<file path="src/rtl/btb_pkg.sv">
package btb_pkg;
  typedef enum logic [1:0] {
    CTR_NT_STRONG = 2'd0,
    CTR_NT_WEAK   = 2'd1,
    CTR_T_WEAK    = 2'd2,
    CTR_T_STRONG  = 2'd3
  } ctr_t;
endpackage

</file>
<file path="src/rtl/btb_pc_split.sv">
module btb_pc_split #(
  parameter int PC_W    = 32,
  parameter int ALIGN_W = 2,
  parameter int IDX_W   = 4,
  localparam int ADR_W  = PC_W - ALIGN_W,
  localparam int TAG_W  = ADR_W - IDX_W
) (
  input  logic [ADR_W-1:0] adr,
  output logic [IDX_W-1:0] idx,
  output logic [TAG_W-1:0] tag
);
  assign idx = adr[IDX_W-1:0];
  assign tag = adr[ADR_W-1:IDX_W];
endmodule

</file>
<file path="src/rtl/btb_ctr_next.sv">
module btb_ctr_next
  import btb_pkg::*;
#(
  parameter bit LEAP_FROM_ZERO = 1'b0
) (
  input  ctr_t cur,
  input  logic taken,
  output ctr_t nxt
);
  ctr_t up_val;

  generate
    if (LEAP_FROM_ZERO) begin : g_leap
      always_comb begin
        if (cur == CTR_NT_STRONG)     up_val = CTR_T_STRONG;
        else if (cur == CTR_T_STRONG) up_val = CTR_T_STRONG;
        else                          up_val = ctr_t'(cur + 2'd1);
      end
    end else begin : g_step
      always_comb begin
        if (cur == CTR_T_STRONG) up_val = CTR_T_STRONG;
        else                     up_val = ctr_t'(cur + 2'd1);
      end
    end
  endgenerate

  always_comb begin
    if (taken)                     nxt = up_val;
    else if (cur == CTR_NT_STRONG) nxt = CTR_NT_STRONG;
    else                           nxt = ctr_t'(cur - 2'd1);
  end
endmodule

</file>
<file path="src/rtl/btb_store.sv">
module btb_store
  import btb_pkg::*;
#(
  parameter int IDX_W    = 4,
  parameter int TAG_W    = 26,
  parameter int TGT_W    = 32,
  parameter int RD_PORTS = 2,
  localparam int ENTRIES = 1 << IDX_W
) (
  input  logic             clk,
  input  logic             rst,
  input  logic [IDX_W-1:0] rd_idx [RD_PORTS],
  output logic             rd_vld [RD_PORTS],
  output logic [TAG_W-1:0] rd_tag [RD_PORTS],
  output logic [TGT_W-1:0] rd_tgt [RD_PORTS],
  output ctr_t             rd_ctr [RD_PORTS],
  input  logic             wr_en,
  input  logic [IDX_W-1:0] wr_idx,
  input  logic [TAG_W-1:0] wr_tag,
  input  logic [TGT_W-1:0] wr_tgt,
  input  ctr_t             wr_ctr
);
  logic [ENTRIES-1:0] vld_q;
  logic [TAG_W-1:0]   tag_q [ENTRIES];
  logic [TGT_W-1:0]   tgt_q [ENTRIES];
  ctr_t               ctr_q [ENTRIES];

  always_ff @(posedge clk) begin
    if (rst)        vld_q <= '0;
    else if (wr_en) vld_q[wr_idx] <= 1'b1;
  end

  always_ff @(posedge clk) begin
    if (!rst && wr_en) begin
      tag_q[wr_idx] <= wr_tag;
      tgt_q[wr_idx] <= wr_tgt;
      ctr_q[wr_idx] <= wr_ctr;
    end
  end

  generate
    for (genvar p = 0; p < RD_PORTS; p++) begin : g_rd
      assign rd_vld[p] = vld_q[rd_idx[p]];
      assign rd_tag[p] = tag_q[rd_idx[p]];
      assign rd_tgt[p] = tgt_q[rd_idx[p]];
      assign rd_ctr[p] = ctr_q[rd_idx[p]];
    end
  endgenerate
endmodule

</file>
<file path="src/rtl/btb_pred.sv">
module btb_pred
  import btb_pkg::*;
#(
  parameter int PC_W           = 32,
  parameter int ALIGN_W        = 2,
  parameter int IDX_W          = 4,
  parameter int TGT_W          = 32,
  parameter bit LEAP_FROM_ZERO = 1'b0,
  localparam int ADR_W         = PC_W - ALIGN_W,
  localparam int TAG_W         = ADR_W - IDX_W
) (
  input  logic                 clk,
  input  logic                 rst,
  input  logic                 lk_valid,
  input  logic [PC_W-1:ALIGN_W] lk_pc,
  output logic                 rsp_valid,
  output logic                 rsp_hit,
  output logic                 rsp_taken,
  output logic [TGT_W-1:0]     rsp_target,
  input  logic                 upd_valid,
  input  logic [PC_W-1:ALIGN_W] upd_pc,
  input  logic                 upd_taken,
  input  logic [TGT_W-1:0]     upd_target
);
  localparam int P_LK  = 0;
  localparam int P_UPD = 1;

  logic [IDX_W-1:0] rd_idx [2];
  logic             rd_vld [2];
  logic [TAG_W-1:0] rd_tag [2];
  logic [TGT_W-1:0] rd_tgt [2];
  ctr_t             rd_ctr [2];

  logic [IDX_W-1:0] lk_idx, up_idx;
  logic [TAG_W-1:0] lk_tag, up_tag;

  btb_pc_split #(.PC_W(PC_W), .ALIGN_W(ALIGN_W), .IDX_W(IDX_W)) u_split_lk (
    .adr(lk_pc), .idx(lk_idx), .tag(lk_tag)
  );
  btb_pc_split #(.PC_W(PC_W), .ALIGN_W(ALIGN_W), .IDX_W(IDX_W)) u_split_up (
    .adr(upd_pc), .idx(up_idx), .tag(up_tag)
  );

  assign rd_idx[P_LK]  = lk_idx;
  assign rd_idx[P_UPD] = up_idx;

  logic             wr_en;
  logic [TGT_W-1:0] wr_tgt;
  ctr_t             wr_ctr, ctr_stepped;
  logic             up_hit, lk_hit;

  btb_store #(.IDX_W(IDX_W), .TAG_W(TAG_W), .TGT_W(TGT_W), .RD_PORTS(2)) u_store (
    .clk(clk), .rst(rst),
    .rd_idx(rd_idx), .rd_vld(rd_vld), .rd_tag(rd_tag), .rd_tgt(rd_tgt), .rd_ctr(rd_ctr),
    .wr_en(wr_en), .wr_idx(up_idx), .wr_tag(up_tag), .wr_tgt(wr_tgt), .wr_ctr(wr_ctr)
  );

  btb_ctr_next #(.LEAP_FROM_ZERO(LEAP_FROM_ZERO)) u_next (
    .cur(rd_ctr[P_UPD]), .taken(upd_taken), .nxt(ctr_stepped)
  );

  // Update side: hits step the counter, taken misses (re)allocate.
  assign up_hit = rd_vld[P_UPD] && (rd_tag[P_UPD] == up_tag);
  assign wr_en  = upd_valid && (up_hit || upd_taken);
  assign wr_ctr = up_hit ? ctr_stepped : CTR_T_STRONG;
  assign wr_tgt = upd_taken ? upd_target : rd_tgt[P_UPD];

  // Lookup side: registered result reads the pre-write contents.
  assign lk_hit = rd_vld[P_LK] && (rd_tag[P_LK] == lk_tag);

  always_ff @(posedge clk) begin
    if (rst) begin
      rsp_valid  <= 1'b0;
      rsp_hit    <= 1'b0;
      rsp_taken  <= 1'b0;
      rsp_target <= '0;
    end else begin
      rsp_valid  <= lk_valid;
      rsp_hit    <= lk_valid && lk_hit;
      rsp_taken  <= lk_valid && lk_hit && rd_ctr[P_LK][1];
      rsp_target <= (lk_valid && lk_hit) ? rd_tgt[P_LK] : '0;
    end
  end
endmodule

</file>
<file path="config.mk">
export PLATFORM = sky130hd
export DESIGN_NAME = btb_pred
export DESIGN_NICKNAME = d
export VERILOG_FILES = /design/src/rtl/btb_pkg.sv /design/src/rtl/btb_pc_split.sv /design/src/rtl/btb_ctr_next.sv /design/src/rtl/btb_store.sv /design/src/rtl/btb_pred.sv
export SDC_FILE = /design/constraint.sdc
export NUM_CORES = 1
export LEC_CHECK = 0
export CORE_MARGIN = 5
export CORE_UTILIZATION = 36
export DETAILED_ROUTE_END_ITERATION = 10
export DONT_BUFFER_PORTS = 1
export GPL_TIMING_DRIVEN = 0
export HOLD_SLACK_MARGIN = 0.1
export PLACE_DENSITY_LB_ADDON = 0.12
export SETUP_SLACK_MARGIN = 0.2
export SLEW_MARGIN = 25
export SYNTH_ARGS = -nofsm -noshare
export SYNTH_HDL_FRONTEND = slang
export SYNTH_HIERARCHICAL = 1
export SYNTH_SLANG_ARGS = --single-unit
export TNS_END_PERCENT = 1
</file>
<file path="constraint.sdc">
create_clock -name clk -period 10.95 [get_ports clk]
set_clock_uncertainty 0.15 [all_clocks]
set_input_delay 0.5475 -clock clk [delete_from_list [all_inputs] [get_ports clk]]
set_output_delay 0.5475 -clock clk [all_outputs]
set_load 0.01 [all_outputs]
</file>
==> metrics.txt, run 1 <==
clock latency on the worst-skew pair 720 ps; RSZ-0062 raised after global routing false; maxcap violations 0; Longest Clk Path Bufs 3; Die X 368.9 µm; area delta synth->final 17.29%; Sink Count 1011; Mapped Avg Cell Area 19.95 µm²; Worst R2R Start u_store/tag_q[11][8]$_DFFE_PP_; Synth Instances 2324; Post-Syn Area 46360 µm²; # rows 131; H-tree level count 3; GR Overflow Total 0; Crit Path Category in -> reg; CP bufs+invs 8; Final period util 0.6229; total track usage 0.2174; Arr. time, crit path 7080 ps; PortBufs 0; Max-slew headroom 0.2497; most frequent cells in the layout edfxtp_1, mux4_2, a22oi_1; CTS tree yes; Max Fanout on Critical Path 12; Initial Utilization 0.3631; Hold Startpoint upd_target[23]; Synth warnings 6; crit path max-delay cell type nor4_1; # DRC 0; CP startpoint kind primary input; FMAX 0.1466 GHz; Clock Tree Root clkbuf_16; Final Hold Viols 0; Final ANT Viol Nets 0; fin crit period 6821 ps; count of final max-slew check failures 0; Top Family by Delay on Critical Path buffers and inverters; CP most frequent cell buf_4; Num CTS Buffers 114; vias in the first global route 27429; 1st-pass router iterations 5; status finished, final reports clean; Hold Path Stages 1; power density over the cells 160.9 nW/µm²; Initial DRC Count 2712; placed wire-length estimate 101900 µm; Core ar. 127700 µm²; Worst Slack Setup Final 4129 ps; hold slack 156.6 ps; Setup-failing EPs final 0; HP Class in -> reg; drt via density 5.958; Placer Congestion 0.7539; worst-case reg-to-reg path depth 13; LEAKAGE 0.01752 µW; first-pass GRT wire length 208700 µm; Chip Height 368.9 µm; most common cell after layout, fill and taps aside edfxtp_1; Boundary Pins 132; CP endpoint kind flop; CP cell instances dlygate4sd3_1, buf_4, nor2b_1, buf_1, clkbuf_1, a22oi_1, nand2_1, xnor2_1, nand4_1, nor4_1, a22o_1, nand4b_1, nor3_2, buf_6, buf_6, buf_4, buf_4; initial antenna violation count 14; final wirelength 149300 µm; CTS clock-pin slew for the worst setup and hold paths 60 ps; Fin Setup TNS 0 ps; Die ar. 136100 µm²; WL per Instance 34.35 µm; Worst-Margin Slew 1125 ps; Hold Path Sink u_store/tgt_q[8][23]$_DFFE_PP_; fraction of layout cells with a size suffix above 1 0.3691; pre-CTS WS 3629 ps; final net count 2679; via count 25898; peak supply drop 0.1177 mV; largest net degree at the start of global routing 18; CP required 11210 ps; total power 8749 µW; Max stage delay on crit path 910 ps; Synthesized Nets 2421; reg-to-reg endpoint u_store/tag_q[1][22]$_DFFE_PP_; reg-to-reg slack, setup 5380 ps
routing by layer:
metal	global-route usage	vias up	part of all wire	wire (µm)
met3	0.05711	251	0.087	12940
met1	0.2837	13923	0.39	58540
met4	0.06270	4	0.030	4490
met5	0	-	0.00017	26
li1	-	10478	-	-
met2	0.3604	1242	0.49	73330
cell type report:
type | count | area [µm²]
Multi-Input combinational cell | 1037 | 14990
Buffer | 238 | 1514
Clock buffer | 144 | 3059
Fill cell | 11077 | 73310
Inverter | 38 | 142.6
Sequential cell | 1011 | 29850
Timing Repair Buffer | 142 | 2183
Clock inverter | 67 | 538.0
Tap cell | 1662 | 2079
Antenna cell | 8 | 20.02
registers in the layout, indices dropped and copies added (netlist names):
signal,count
u_store/tgt_q,512
rsp_target,32
rsp_valid,1
rsp_taken,1
u_store/tag_q,416
u_store/ctr_q,32
u_store/vld_q,16
rsp_hit,1
power breakdown:
| group | internal (µW) | total, µW | switching (µW) |
|---|---|---|---|
| clock | 2170 | 3720 | 1550 |
| combinational | 285 | 739 | 454 |
| sequential | 4280 | 4290 | 8.41 |
worst register-to-register path: stages (launching register included):
cell	delay [ps]
edfxtp_1	390
mux4_2	500
a22oi_1	250
nand2_1	110
xnor2_1	300
nand4_1	250
nor4_1	910
a22o_1	320
nand4b_1	520
nor3_2	810
buf_6	240
buf_6	160
buf_4	190
buf_4	190
how the worst max path moves through the flow:
stage | end | cells after the start | startpoint
2_1_floorplan | u_store/ctr_q[0][0]$_DFFE_PP_ | 13 | upd_pc[2]
3_3_place_gp | u_store/tgt_q[0][13]$_DFFE_PP_ | 13 | upd_pc[3]
3_5_place_dp | u_store/tag_q[1][11]$_DFFE_PP_ | 17 | upd_pc[3]
4_1_cts | u_store/tag_q[1][22]$_DFFE_PP_ | 16 | upd_pc[5]
5_1_grt | u_store/tag_q[1][22]$_DFFE_PP_ | 17 | upd_pc[5]
6_report | u_store/tag_q[1][22]$_DFFE_PP_ | 17 | upd_pc[5]
per-stage QoR:
step           instance area [µm²]  instances    util
2_1_floorplan                46360       2324       -
3_3_place_gp                 48440       3986  0.3794
3_5_place_dp                 50400       4092  0.3947
4_1_cts                      54350       4339  0.4257
5_1_grt                      54360       4340  0.4257
6_report                     54380       4347  0.4259
timing repair:
action,4_1_cts,5_1_grt
hold buffers,36,0
gates resized for setup,0,0
hold endpoints to repair,489,0
setup buffers,0,0
endpoints found under the setup margin,0,0
Note: power is estimated with default switching activity, not from simulation.
==> inputs of run 2 (changes only) <==
- clock period: 10.95 -> 6.14 ns (I/O delays scaled with it)
==> metrics.txt, run 2 (synthesis gave the netlist of run 1 again) <==
fraction of layout cells with a size suffix above 1 0.3629 (was 0.3691); pre-CTS WS -769.0 ps (was 3629 ps); Die X 368.9 µm (unchanged); layer carrying the most global-route usage met2 (unchanged); initial antenna violation count 9 (was 14); CP endpoint kind flop (unchanged); GR Overflow Total 0 (unchanged); Worst R2R Start u_store/tag_q[11][8]$_DFFE_PP_ (unchanged); CP cell instances buf_4, buf_2, buf_2, clkbuf_1, mux4_2, a22oi_1, nand2_1, xnor2_1, nand4_1, nor4_2, a22o_1, nand4bb_1, nor3_2, buf_6, buf_4, buf_4, buf_6 (was dlygate4sd3_1, buf_4, nor2b_1, buf_1, clkbuf_1, a22oi_1, nand2_1, xnor2_1, nand4_1, nor4_1, a22o_1, nand4b_1, nor3_2, buf_6, buf_6, buf_4, buf_4); Fill cells 11104 (was 11077); 1st-pass router iterations 5 (unchanged); worst-case reg-to-reg path depth 13 (unchanged); HP Class in -> reg (unchanged); Crit Path Category in -> reg (unchanged); final net count 2698 (was 2679); Placer Congestion 0.7640 (was 0.7539); # DRC 0 (unchanged); Arr. time, crit path 6160 ps (was 7080 ps); power density over the cells 287.3 nW/µm² (was 160.9 nW/µm²); Core ar. 127700 µm² (unchanged); Max Fanout on Critical Path 10 (was 12); placed insts 4082 (was 4092); Hold Path Stages 3 (was 1); Chip Height 368.9 µm (unchanged); Hold Startpoint upd_pc[3] (was upd_target[23]); RSZ-0062 raised after global routing false (unchanged); area of the multi-input gates 14990 µm² (about the same); Initial DRC Count 2921 (was 2712); vias in the first global route 28063 (was 27429); placed wire-length estimate 101400 µm (was 101900 µm); Num CTS Buffers 114 (unchanged); reg-to-reg endpoint u_store/tgt_q[2][16]$_DFFE_PP_ (was u_store/tag_q[1][22]$_DFFE_PP_); fin cells 4367 (was 4347); Die ar. 136100 µm² (unchanged); critical path depth in cells 17 (unchanged); met2 Use GR 0.3665 (was 0.3604); WL per Instance 34.20 µm (was 34.35 µm); CP required 6410 ps (was 11210 ps); largest net degree at the start of global routing 18 (unchanged); first-pass GRT wire length 211000 µm (was 208700 µm); peak supply drop 0.2211 mV (was 0.1177 mV); Boundary Pins 132 (unchanged); Max stage delay on crit path 730 ps (was 910 ps); Max-slew headroom 0.2321 (was 0.2497); PortBufs 0 (unchanged); drt via density 5.949 (was 5.958); via count 25978 (was 25898); clock latency on the worst-skew pair 710 ps (was 720 ps); Worst Slack Setup Final 248.6 ps (was 4129 ps); CP startpoint kind primary input (unchanged); Initial Utilization 0.3631 (unchanged); Regs by FF count u_store/tgt_q (512), u_store/tag_q (416) (unchanged); FMAX 0.1697 GHz; Final Hold Viols 0 (unchanged); final wirelength 149300 µm (about the same); worst setup path start upd_pc[3] (was upd_pc[5]); GRT met1 Usage 0.2903 (was 0.2837); # rows 131 (unchanged); count of final max-slew check failures 0 (unchanged); most common cell after layout, fill and taps aside edfxtp_1 (unchanged); Setup-failing EPs final 0 (unchanged); maxcap violations 0 (unchanged); Final period util 0.9595; CP most frequent cell buf_4 (unchanged); routing usage on met3 0.04884 (was 0.05711); Largest register FFs 512 (unchanged); Clock Tree Root clkbuf_16 (unchanged); H-tree level count 3 (unchanged); total track usage 0.2183 (was 0.2174); Top reg by flops u_store/tgt_q (unchanged); fin crit period 5891 ps; Sink Count 1011 (unchanged); Final ANT Viol Nets 0 (unchanged); CTS tree yes (unchanged); area delta synth->final 18.06% (was 17.29%); most frequent cells in the layout edfxtp_1, mux4_2, a22oi_1 (unchanged); Worst-Margin Slew 1148 ps (was 1125 ps); LEAKAGE 0.01761 µW (was 0.01752 µW); register area 29850 µm² (unchanged); Top Family by Delay on Critical Path buffers and inverters (unchanged); CP bufs+invs 8 (unchanged); reg-to-reg slack, setup 920 ps (was 5380 ps); Hold Path Sink u_store/vld_q[13]$_SDFFE_PP0P_ (was u_store/tgt_q[8][23]$_DFFE_PP_); status finished, final reports clean (unchanged); CTS clock-pin slew for the worst setup and hold paths 60 ps (about the same); Longest Clk Path Bufs 3 (unchanged); crit path max-delay cell type clkbuf_1 (was nor4_1)
## run 2: cell types whose count changed in the layout (fill, tap and decap cells not counted), sizes merged
cell,before,now
clkinv,56,53
bufinv,9,11
buf,270,262
clkinvlp,0,2
clkbuf,218,219
diode,8,7
dlygate4sd3,36,63
## run 2: worst reg2reg max path, stage by stage, from the launching register on
cell       delay (ps)
edfxtp_1          380
mux4_2            480
a22oi_1           320
nand2_1           130
xnor2_1           300
nand4_1           280
nor4_2            710
a22o_1            340
nand4bb_1         400
nor3_2            650
buf_6             240
buf_4             200
buf_4             210
buf_6             150
## run 2: repair_timing
item | 4_1_cts | 5_1_grt
hold buffers | 63 | 0
pin swaps | 0 | 1
endpoints found under the hold margin | 1028 | 0
setup buffers | 0 | 2
endpoints found under the setup margin | 149 | 2
gates resized for setup | 1 | 0
## run 2: stage by stage
step / total power [µW] / cell area, µm² / hold slack [ps] / TNS (ps) / util
6_report: 15720 / 54730 / 187.8 / 0 / 0.4287
5_1_grt: 16240 / 54720 / 173.9 / 0 / 0.4285
4_1_cts: 15890 / 54690 / 116.0 / 0 / 0.4283
3_5_place_dp: 9097 / 50400 / 229.7 / -369560 / 0.3947
3_3_place_gp: 9052 / 48460 / 229.1 / -6616310 / 0.3795
2_1_floorplan: 8625 / 46380 / 225.0 / -199920 / -
## run 2: area by class of cell
type                            instances  share of cell area
Inverter                               38            0.002606
Antenna cell                            7           0.0003200
Clock buffer                          145             0.05578
Sequential cell                      1011              0.5453
Clock inverter                         68             0.01100
Buffer                                238             0.02766
Tap cell                             1662             0.03799
Timing Repair Buffer                  161             0.04535
Multi-Input combinational cell       1037              0.2740
## run 2: how the worst max path moves through the flow
stage                                     endpoint
global placement    u_store/tgt_q[2][16]$_DFFE_PP_
finish              u_store/tgt_q[2][16]$_DFFE_PP_
floorplan            u_store/ctr_q[3][0]$_DFFE_PP_
CTS                 u_store/tgt_q[1][20]$_DFFE_PP_
detailed placement  u_store/tgt_q[1][17]$_DFFE_PP_
global route        u_store/tgt_q[2][18]$_DFFE_PP_
## run 2: per-layer routing
layer  part of all wire  routed length (µm)
met1               0.41               60550
met2               0.49               73890
met3              0.074               11000
met4              0.026                3874
met5            0.00017                  26
## run 2: where the power goes
group	switching [µW]	internal, µW	total [µW]	leakage, µW
clock	2790	3950	6740	0.00179
sequential	15.0	7640	7650	0.00914
combinational	812	520	1330	0.00668
